[config.mk]
export PLATFORM = sky130hd
export DESIGN_NAME = uirq_unit
export DESIGN_NICKNAME = d
export VERILOG_FILES = /design/src/rtl/uirq_pkg.sv /design/src/rtl/uirq_cts_edge.sv /design/src/rtl/uirq_status_bank.sv /design/src/rtl/uirq_regs.sv /design/src/rtl/uirq_irq_gen.sv /design/src/rtl/uirq_unit.sv
export SDC_FILE = /design/constraint.sdc
export NUM_CORES = 1
export LEC_CHECK = 0
export CORE_UTILIZATION = 40
export DETAILED_ROUTE_END_ITERATION = 7
export DONT_BUFFER_PORTS = 1
export SETUP_SLACK_MARGIN = 0.15
export SLEW_MARGIN = 20
export SYNTH_ARGS = -nofsm -noshare
export SYNTH_HDL_FRONTEND = slang
export SYNTH_HIERARCHICAL = 1
export SYNTH_SLANG_ARGS = --single-unit
[constraint.sdc]
create_clock -name clk_i -period 1.62 [get_ports clk_i]
set_input_delay 0.081 -clock clk_i [delete_from_list [all_inputs] [get_ports clk_i]]
set_output_delay 0.081 -clock clk_i [all_outputs]
set_load 0.03 [all_outputs]
[src/rtl/uirq_pkg.sv]
package uirq_pkg;

  localparam int SRC_W = 14;

  localparam int SRC_TX_HOLD_EMPTY = 0;
  localparam int SRC_RX_HOLD_FULL  = 1;
  localparam int SRC_TXF_LOW       = 2;
  localparam int SRC_TXF_EMPTY     = 3;
  localparam int SRC_RXF_HIGH      = 4;
  localparam int SRC_RXF_FULL      = 5;
  localparam int SRC_TX_UNDER      = 6;
  localparam int SRC_RX_OVER       = 7;
  localparam int SRC_PARITY        = 8;
  localparam int SRC_FRAMING       = 9;
  localparam int SRC_CTS_CHG       = 10;
  localparam int SRC_RX_IDLE       = 11;
  localparam int SRC_BRK_END       = 12;
  localparam int SRC_BUS_FAULT     = 13;

  typedef logic [SRC_W-1:0] src_vec_t;

  localparam src_vec_t CTS_BIT = src_vec_t'(1 << SRC_CTS_CHG);

  localparam src_vec_t RX_GROUP = src_vec_t'((1 << SRC_RXF_HIGH) | (1 << SRC_RXF_FULL) |
                                             (1 << SRC_RX_OVER)  | (1 << SRC_PARITY)   |
                                             (1 << SRC_FRAMING)  | (1 << SRC_RX_IDLE));

  localparam src_vec_t TX_GROUP = src_vec_t'((1 << SRC_TXF_LOW) | (1 << SRC_TXF_EMPTY) |
                                             (1 << SRC_TX_UNDER));

  typedef enum logic {
    REG_STATUS = 1'b0,
    REG_ENABLE = 1'b1
  } reg_sel_e;

  // Sticky update: a set overrides a clear of the same bit.
  function automatic src_vec_t next_status(src_vec_t cur, src_vec_t clr, src_vec_t set);
    return set | (cur & ~clr);
  endfunction

  // Any bit pending and enabled inside a group mask.
  function automatic logic any_hit(src_vec_t st, src_vec_t en, src_vec_t grp);
    return |(st & en & grp);
  endfunction

endpackage

[src/rtl/uirq_cts_edge.sv]
module uirq_cts_edge (
  input  logic clk_i,
  input  logic rst_ni,
  input  logic cts_i,
  output logic toggle_o
);

  logic cts_q;
  logic primed_q;

  always_ff @(posedge clk_i or negedge rst_ni) begin
    if (!rst_ni) begin
      cts_q    <= 1'b0;
      primed_q <= 1'b0;
    end else begin
      cts_q    <= cts_i;
      primed_q <= 1'b1;
    end
  end

  // Either direction of change counts once the reference is captured.
  assign toggle_o = primed_q & (cts_i ^ cts_q);

endmodule

[src/rtl/uirq_status_bank.sv]
module uirq_status_bank
  import uirq_pkg::*;
(
  input  logic     clk_i,
  input  logic     rst_ni,
  input  src_vec_t set_i,
  input  src_vec_t clr_i,
  output src_vec_t status_o
);

  src_vec_t status_q;

  for (genvar k = 0; k < SRC_W; k++) begin : g_bit
    src_vec_t nxt;
    assign nxt = next_status(status_q, clr_i, set_i);

    always_ff @(posedge clk_i or negedge rst_ni) begin
      if (!rst_ni) status_q[k] <= 1'b0;
      else         status_q[k] <= nxt[k];
    end

    p_event_sets_r1: assert property (@(posedge clk_i) disable iff (!rst_ni)
      set_i[k] |=> status_q[k]);

    p_set_beats_clear_r4: assert property (@(posedge clk_i) disable iff (!rst_ni)
      (set_i[k] && clr_i[k]) |=> status_q[k]);

    p_clear_drops_r3: assert property (@(posedge clk_i) disable iff (!rst_ni)
      (clr_i[k] && !set_i[k]) |=> !status_q[k]);

    p_idle_holds_r3: assert property (@(posedge clk_i) disable iff (!rst_ni)
      (!clr_i[k] && !set_i[k]) |=> $stable(status_q[k]));
  end

  assign status_o = status_q;

endmodule

[src/rtl/uirq_regs.sv]
module uirq_regs
  import uirq_pkg::*;
(
  input  logic     clk_i,
  input  logic     rst_ni,
  input  logic     wr_en_i,
  input  logic     wr_addr_i,
  input  src_vec_t wr_data_i,
  input  logic     rd_addr_i,
  input  src_vec_t status_i,
  output src_vec_t enable_o,
  output src_vec_t clr_o,
  output src_vec_t rd_data_o
);

  src_vec_t enable_q;
  logic     wr_status;
  logic     wr_enable;

  assign wr_status = wr_en_i && (reg_sel_e'(wr_addr_i) == REG_STATUS);
  assign wr_enable = wr_en_i && (reg_sel_e'(wr_addr_i) == REG_ENABLE);

  always_ff @(posedge clk_i or negedge rst_ni) begin
    if (!rst_ni)        enable_q <= '0;
    else if (wr_enable) enable_q <= wr_data_i;
  end

  assign clr_o     = wr_status ? wr_data_i : '0;
  assign enable_o  = enable_q;
  assign rd_data_o = (reg_sel_e'(rd_addr_i) == REG_ENABLE) ? enable_q : status_i;

  p_enable_loads_r5: assert property (@(posedge clk_i) disable iff (!rst_ni)
    wr_enable |=> (enable_q == $past(wr_data_i)));

  p_enable_holds_r5: assert property (@(posedge clk_i) disable iff (!rst_ni)
    !wr_enable |=> $stable(enable_q));

endmodule

[src/rtl/uirq_irq_gen.sv]
module uirq_irq_gen
  import uirq_pkg::*;
(
  input  src_vec_t status_i,
  input  src_vec_t enable_i,
  output logic     irq_o,
  output logic     rx_irq_o,
  output logic     tx_irq_o
);

  localparam src_vec_t ALL_SRC = '1;

  assign irq_o    = any_hit(status_i, enable_i, ALL_SRC);
  assign rx_irq_o = any_hit(status_i, enable_i, RX_GROUP);
  assign tx_irq_o = any_hit(status_i, enable_i, TX_GROUP);

endmodule

[src/rtl/uirq_unit.sv]
module uirq_unit
  import uirq_pkg::*;
(
  input  logic              clk_i,
  input  logic              rst_ni,
  input  logic [SRC_W-1:0]  evt_i,
  input  logic              cts_i,
  input  logic              wr_en_i,
  input  logic              wr_addr_i,
  input  logic [SRC_W-1:0]  wr_data_i,
  input  logic              rd_addr_i,
  output logic [SRC_W-1:0]  rd_data_o,
  output logic              irq_o,
  output logic              rx_irq_o,
  output logic              tx_irq_o
);

  logic     cts_toggle;
  src_vec_t set_vec;
  src_vec_t clr_vec;
  src_vec_t status_q;
  src_vec_t enable_q;

  uirq_cts_edge u_cts (
    .clk_i    (clk_i),
    .rst_ni   (rst_ni),
    .cts_i    (cts_i),
    .toggle_o (cts_toggle)
  );

  // The CTS position is fed only by the edge detector.
  assign set_vec = (evt_i & ~CTS_BIT) | (cts_toggle ? CTS_BIT : '0);

  uirq_regs u_regs (
    .clk_i     (clk_i),
    .rst_ni    (rst_ni),
    .wr_en_i   (wr_en_i),
    .wr_addr_i (wr_addr_i),
    .wr_data_i (wr_data_i),
    .rd_addr_i (rd_addr_i),
    .status_i  (status_q),
    .enable_o  (enable_q),
    .clr_o     (clr_vec),
    .rd_data_o (rd_data_o)
  );

  uirq_status_bank u_bank (
    .clk_i    (clk_i),
    .rst_ni   (rst_ni),
    .set_i    (set_vec),
    .clr_i    (clr_vec),
    .status_o (status_q)
  );

  uirq_irq_gen u_irq (
    .status_i (status_q),
    .enable_i (enable_q),
    .irq_o    (irq_o),
    .rx_irq_o (rx_irq_o),
    .tx_irq_o (tx_irq_o)
  );

  p_cts_change_flags_r7: assert property (@(posedge clk_i) disable iff (!rst_ni)
    cts_toggle |=> status_q[SRC_CTS_CHG]);

  p_raw_cts_evt_ignored_r8: assert property (@(posedge clk_i) disable iff (!rst_ni)
    (evt_i[SRC_CTS_CHG] && !cts_toggle && !status_q[SRC_CTS_CHG]) |=> !status_q[SRC_CTS_CHG]);

  p_mask_zero_quiet_r6: assert property (@(posedge clk_i) disable iff (!rst_ni)
    (wr_en_i && wr_addr_i && (wr_data_i == '0)) |=> !irq_o);

  p_groups_within_irq_r9: assert property (@(posedge clk_i) disable iff (!rst_ni)
    (rx_irq_o || tx_irq_o) |-> irq_o);

  p_reset_quiet_r10: assert property (@(posedge clk_i)
    !rst_ni |-> (!irq_o && status_q == '0));

endmodule

# Word-level counts from Yosys, hierarchy flattened
# Index checks and enable logic that the tools add are counted.
dict set report classes {
  n_mux 3
  n_bitwise 8
  reduce_logical 5
}
# cell count
set op_table {}
lappend op_table {{14-bit AND} 2}
lappend op_table {{14-bit 2-to-1 mux} 2}
lappend op_table {{14-bit NOT} 1}
lappend op_table {{14-bit by 11-bit bitwise OR with 14-bit output} 1}
lappend op_table {{14-bit bitwise OR} 1}
lappend op_table {{14-bit OR reduction} 1}
lappend op_table {{11-bit 2-to-1 mux} 1}
lappend op_table {{6-bit OR reduction} 1}
lappend op_table {{3-bit OR reduction} 1}
lappend op_table {{1-bit logical AND} 2}
lappend op_table {{1-bit AND} 1}
lappend op_table {{1-bit NOT} 1}
lappend op_table {{1-bit bitwise XOR} 1}
dict set report word_totals {
  register_bits 30
  output_inout_bits 17
}

# Logic depth before layout (Yosys ltp)
dict set report logic_depth {
  depth_word 6
  mapped_depth 5
  mapped_depth_nobuf 4
}

# Hierarchy
# Netlist, hierarchy kept.
# module n_inst cells_per_inst area_per_inst_um2 seq_area_each_um2
set by_module_without_submodules {}
lappend by_module_without_submodules {uirq_regs 1 61 808.3 350.3}
lappend by_module_without_submodules {uirq_status_bank 1 42 508.0 350.3}
lappend by_module_without_submodules {uirq_irq_gen 1 11 70.1 0.0}
lappend by_module_without_submodules {uirq_cts_edge 1 5 68.8 50.0}

# Least setup slack after synthesis
# No wires, ideal clock.
dict set report synth_path {
  path_kind {register -> output}
  from {register u_bank.status_q[4] (netlist: u_bank/status_o[4])}
  to {output irq_o}
  arrival_ns 1.416
  t_required_ns 1.539
  path_slack_ns 0.123
  path_stages_with_launch 4
  n_path_buf 0
  cell_sequence {dfrtp_1 > a22oi_1 > nand3_1 > or3_1}
}
dict set report synth_between {
  elab_chain_len 2
}
# item line_no
set synth_lines {}
lappend synth_lines {{start: declaration} uirq_status_bank.sv:11} ;# src_vec_t status_q;
lappend synth_lines {{start signal: indexed assignment} uirq_status_bank.sv:19} ;# else status_q[k] <= nxt[k];
lappend synth_lines {{14-bit AND} n/a}
lappend synth_lines {{14-bit OR reduction} uirq_pkg.sv:43} ;# return |(st & en & grp);
lappend synth_lines {{end: declaration} uirq_unit.sv:13} ;# output logic irq_o,
# No other way between the ends.

# Worst setup path in the final report
dict set report layout_path {
  from {register u_regs.enable_q[1] (netlist: u_regs/enable_o[1])}
  to {output irq_o}
}
dict set report layout_between {
  elab_chain_len 2
}
# item line_no
set layout_lines {}
lappend layout_lines {{start: declaration} uirq_regs.sv:16} ;# src_vec_t enable_q;
lappend layout_lines {{start signal: assignment} uirq_regs.sv:25} ;# else if (wr_enable) enable_q <= wr_data_i;
lappend layout_lines {{14-bit AND} n/a}
lappend layout_lines {{14-bit OR reduction} uirq_pkg.sv:43}
# No other way between the ends.

==> summary.txt <==
Synthesis
  • Yosys Warn Count: 6
  • Synthesized area: 1460 sq um
  • Cell variety after synth: 18
  • Cells after Synth: 119
  • Post-synth net total: 153
  • Yosys reg bits: 30
  • Synth Area per Inst: 12.2 sq um
  • Seq/Total Area, Yosys: 51.6%

GRT
  • Initial antenna violation count: 0
  • Total global-route track usage: about 18%
  • Grt ovf: 0
  • First-pass GRT wire length: 5420 um
  • Largest net degree at the start of global routing: 31
  • Vias in the first global route: 1149

Clocking
  • Worst-Skew Late Latency: ~0.3 ns
  • Htree depth: 2
  • Clk slew on worst S/H paths: 0.09 ns
  • Post-CTS sizing: 0
  • Clk buf depth: 2
  • Clock root buffer: clkbuf_4
  • CTS sink cnt: 30
  • TritonCTS buffer count: 5
  • CTS tree: yes

STA
  • Minimum clock period: about 1.7 ns
  • Max Clock Skew: 0.000176 ns
  • Final critical-path setup slack: -0.0578 ns
  • Final hold violations: 0
  • Final period util: 104%
  • RSZ-0062 raised after global routing: true
  • Setup-failing EPs final: 1
  • Slew Limit Fails: 0
  • Setup TNS: -0.0578 ns
  • Final hold slack: 0.0869 ns
  • Maximum clock frequency: 596 MHz

Detailed routing
  • Wire length per cell: ~16 um
  • Final ANT Viol Nets: 0
  • Via count: between 1k and 1.5k
  • Via density: 5.07
  • Initial drt markers: 29
  • DRC viols: 0
  • TritonRoute pass-1 iters: 5
  • Total Wirelength: 3140 um

Die
  • Die width: 62.3 um
  • Die ar.: 3880 sq um
  • # IOs: 51
  • Core Box Area: 3420 sq um
  • Initial Util: 42.6%
  • Row count: 21
  • Die height: between 60 and 70 um

Worst setup path
  • WP data arrival: 1.60 ns
  • Startpoint types: flop
  • Crit path max fanout: 3
  • Worst Path Buf+Inv: 0
  • Crit path kind: reg -> out
  • CP Capture Type: primary output
  • Required @ worst endpoint: around 1.5 ns
  • Top delay family on crit path: simple AND/OR/NAND/NOR gates
  • Critical-path cell list: a222oi_1 -> nand2_1 -> or3_4
  • CP max-delay cell: dfrtp_1
  • Crit path largest cell delay: 0.40 ns
  • Reg2reg start: u_cts/cts_q
  • CP startpoint: u_regs/enable_o[1]

Final layout
  • Core Util, Final: 54.6%
  • Multi-input logic area: ~630 sq um
  • Area growth syn-to-layout: 28.2%
  • Share of cells above drive strength 1: between 30% and 40%
  • ANT cells: 0
  • Fin nets: 189
  • Filler cell count: 316
  • Most common cell after layout, fill and taps aside: dfrtp_1
  • Reg area: roughly 750 sq um
  • Commonest non-fill, non-tap cells in the layout: 30 x dfrtp_1, 29 x dlygate4sd3_1, 28 x mux2_2

Power
  • Total power: 1.66 mW
  • Pwr/cell area: 890 nW/um^2
  • Worst VDD drop: 0.413 mV
  • Leakage: 0.750 nW

Place
  • DP HPWL: 2100 um
  • Pre-CTS setup slack: 0.273 ns
  • Port Buf Inserts: 0
  • GPL Wtd Cong: 0.738

Hold path
  • Hold Startpoint: wr_data_i[3]
  • Hold Crit Class: in -> reg

Run status
  • Status: complete, but fails checks
  • Failing checks: setup timing

Run
  • MaxCap Viol Count: 0
==> flip-flops by register name (all words and copies together), names as in the netlist <==
name	count
u_bank/status_o	14
u_regs/enable_o	14
u_cts/cts_q	1
u_cts/primed_q	1
==> metal layers <==
layer  global-route usage (%)  vias up  wire length (um)
met5                        0        -                 0
met4                     6.10        0                18
met3                     5.15        2               181
met2                     34.3       29              1740
met1                     19.7      516              1200
li1                         -      473                 -
==> tightest hold or removal path, cell delays in order <==
cell	delay, ns
and2_2	0.15
inv_1	0.04
a21o_1	0.10
==> cells by family (layout without fill, tap and decap cells) <==
family          after synthesis  after routing  share of synthesized area (%)
buf+inv                      17             53                           5.16
xor+xnor                      1              1                          0.602
other cells                   1              1                          0.258
compound gates               20             20                           10.5
mux                          28             28                           21.7
flops                        30             30                           51.6
simple gates                 22             22                           10.2
==> power by group <==
part / total (mW) / switching, mW / internal (mW)
Clock: 0.391 / 0.228 / 0.164
Combinational: 0.390 / 0.205 / 0.185
Sequential: 0.878 / 0.0552 / 0.823
Total: 1.66 / 0.488 / 1.17
==> stage by stage <==
step                      area (sq um)  instances
final                             1870        201
after global routing              1870        201
after CTS                         1870        201
after detailed placement          1510        164
after global placement            1510        164
after floorplan                   1460        119
==> path summary, 6_finish.rpt <==
kind | end | slack (ns) | cells after the start
min in group asynchronous | u_bank/status_o[6] | 0.20 | 2
worst max-delay path | irq_o | -0.06 | 3
worst min register to register | u_bank/status_o[0] | 0.51 | 1
max in group asynchronous | u_bank/status_o[5] | 1.25 | 2
worst max register to register | u_bank/status_o[10] | 0.69 | 3
worst min-delay path | u_bank/status_o[3] | 0.09 | 3
==> area by class of cell <==
type	instances	area share, %
timing repair buffer	32	17.4
multi-input combinational	72	34.0
clock buffer	7	2.41
sequential	30	40.2
tap	46	3.09
inverter	14	2.82
==> cells in the mapped netlist <==
| cell | number | area (sq um) |
|---|---|---|
| clkbuf_1 | 1 | 3.75 |
| inv_1 | 14 | 52.6 |
| and2_1 | 1 | 6.26 |
| or3_1 | 1 | 6.26 |
| buf_6 | 1 | 11.3 |
| and2b_2 | 1 | 8.76 |
| dfrtp_1 | 30 | 751 |
| conb_1 | 1 | 3.75 |
| buf_4 | 1 | 7.51 |
| a21o_1 | 14 | 105 |
| xor2_1 | 1 | 8.76 |
| a22oi_1 | 5 | 37.5 |
| nand3_1 | 1 | 5.00 |
| a222oi_1 | 1 | 10.0 |
| and2_2 | 14 | 105 |
| nand2_1 | 3 | 11.3 |
| mux2_2 | 28 | 315 |
| nand2_2 | 1 | 6.26 |
==> repair_timing <==
item / in CTS / in global routing
pin swaps: 1 / 0
endpoints found under the setup margin: 1 / 1
hold endpoints to repair: 58 / 0
hold buffers: 30 / 0
setup buffers: 0 / 0
Power figures use the tool's default switching activity.
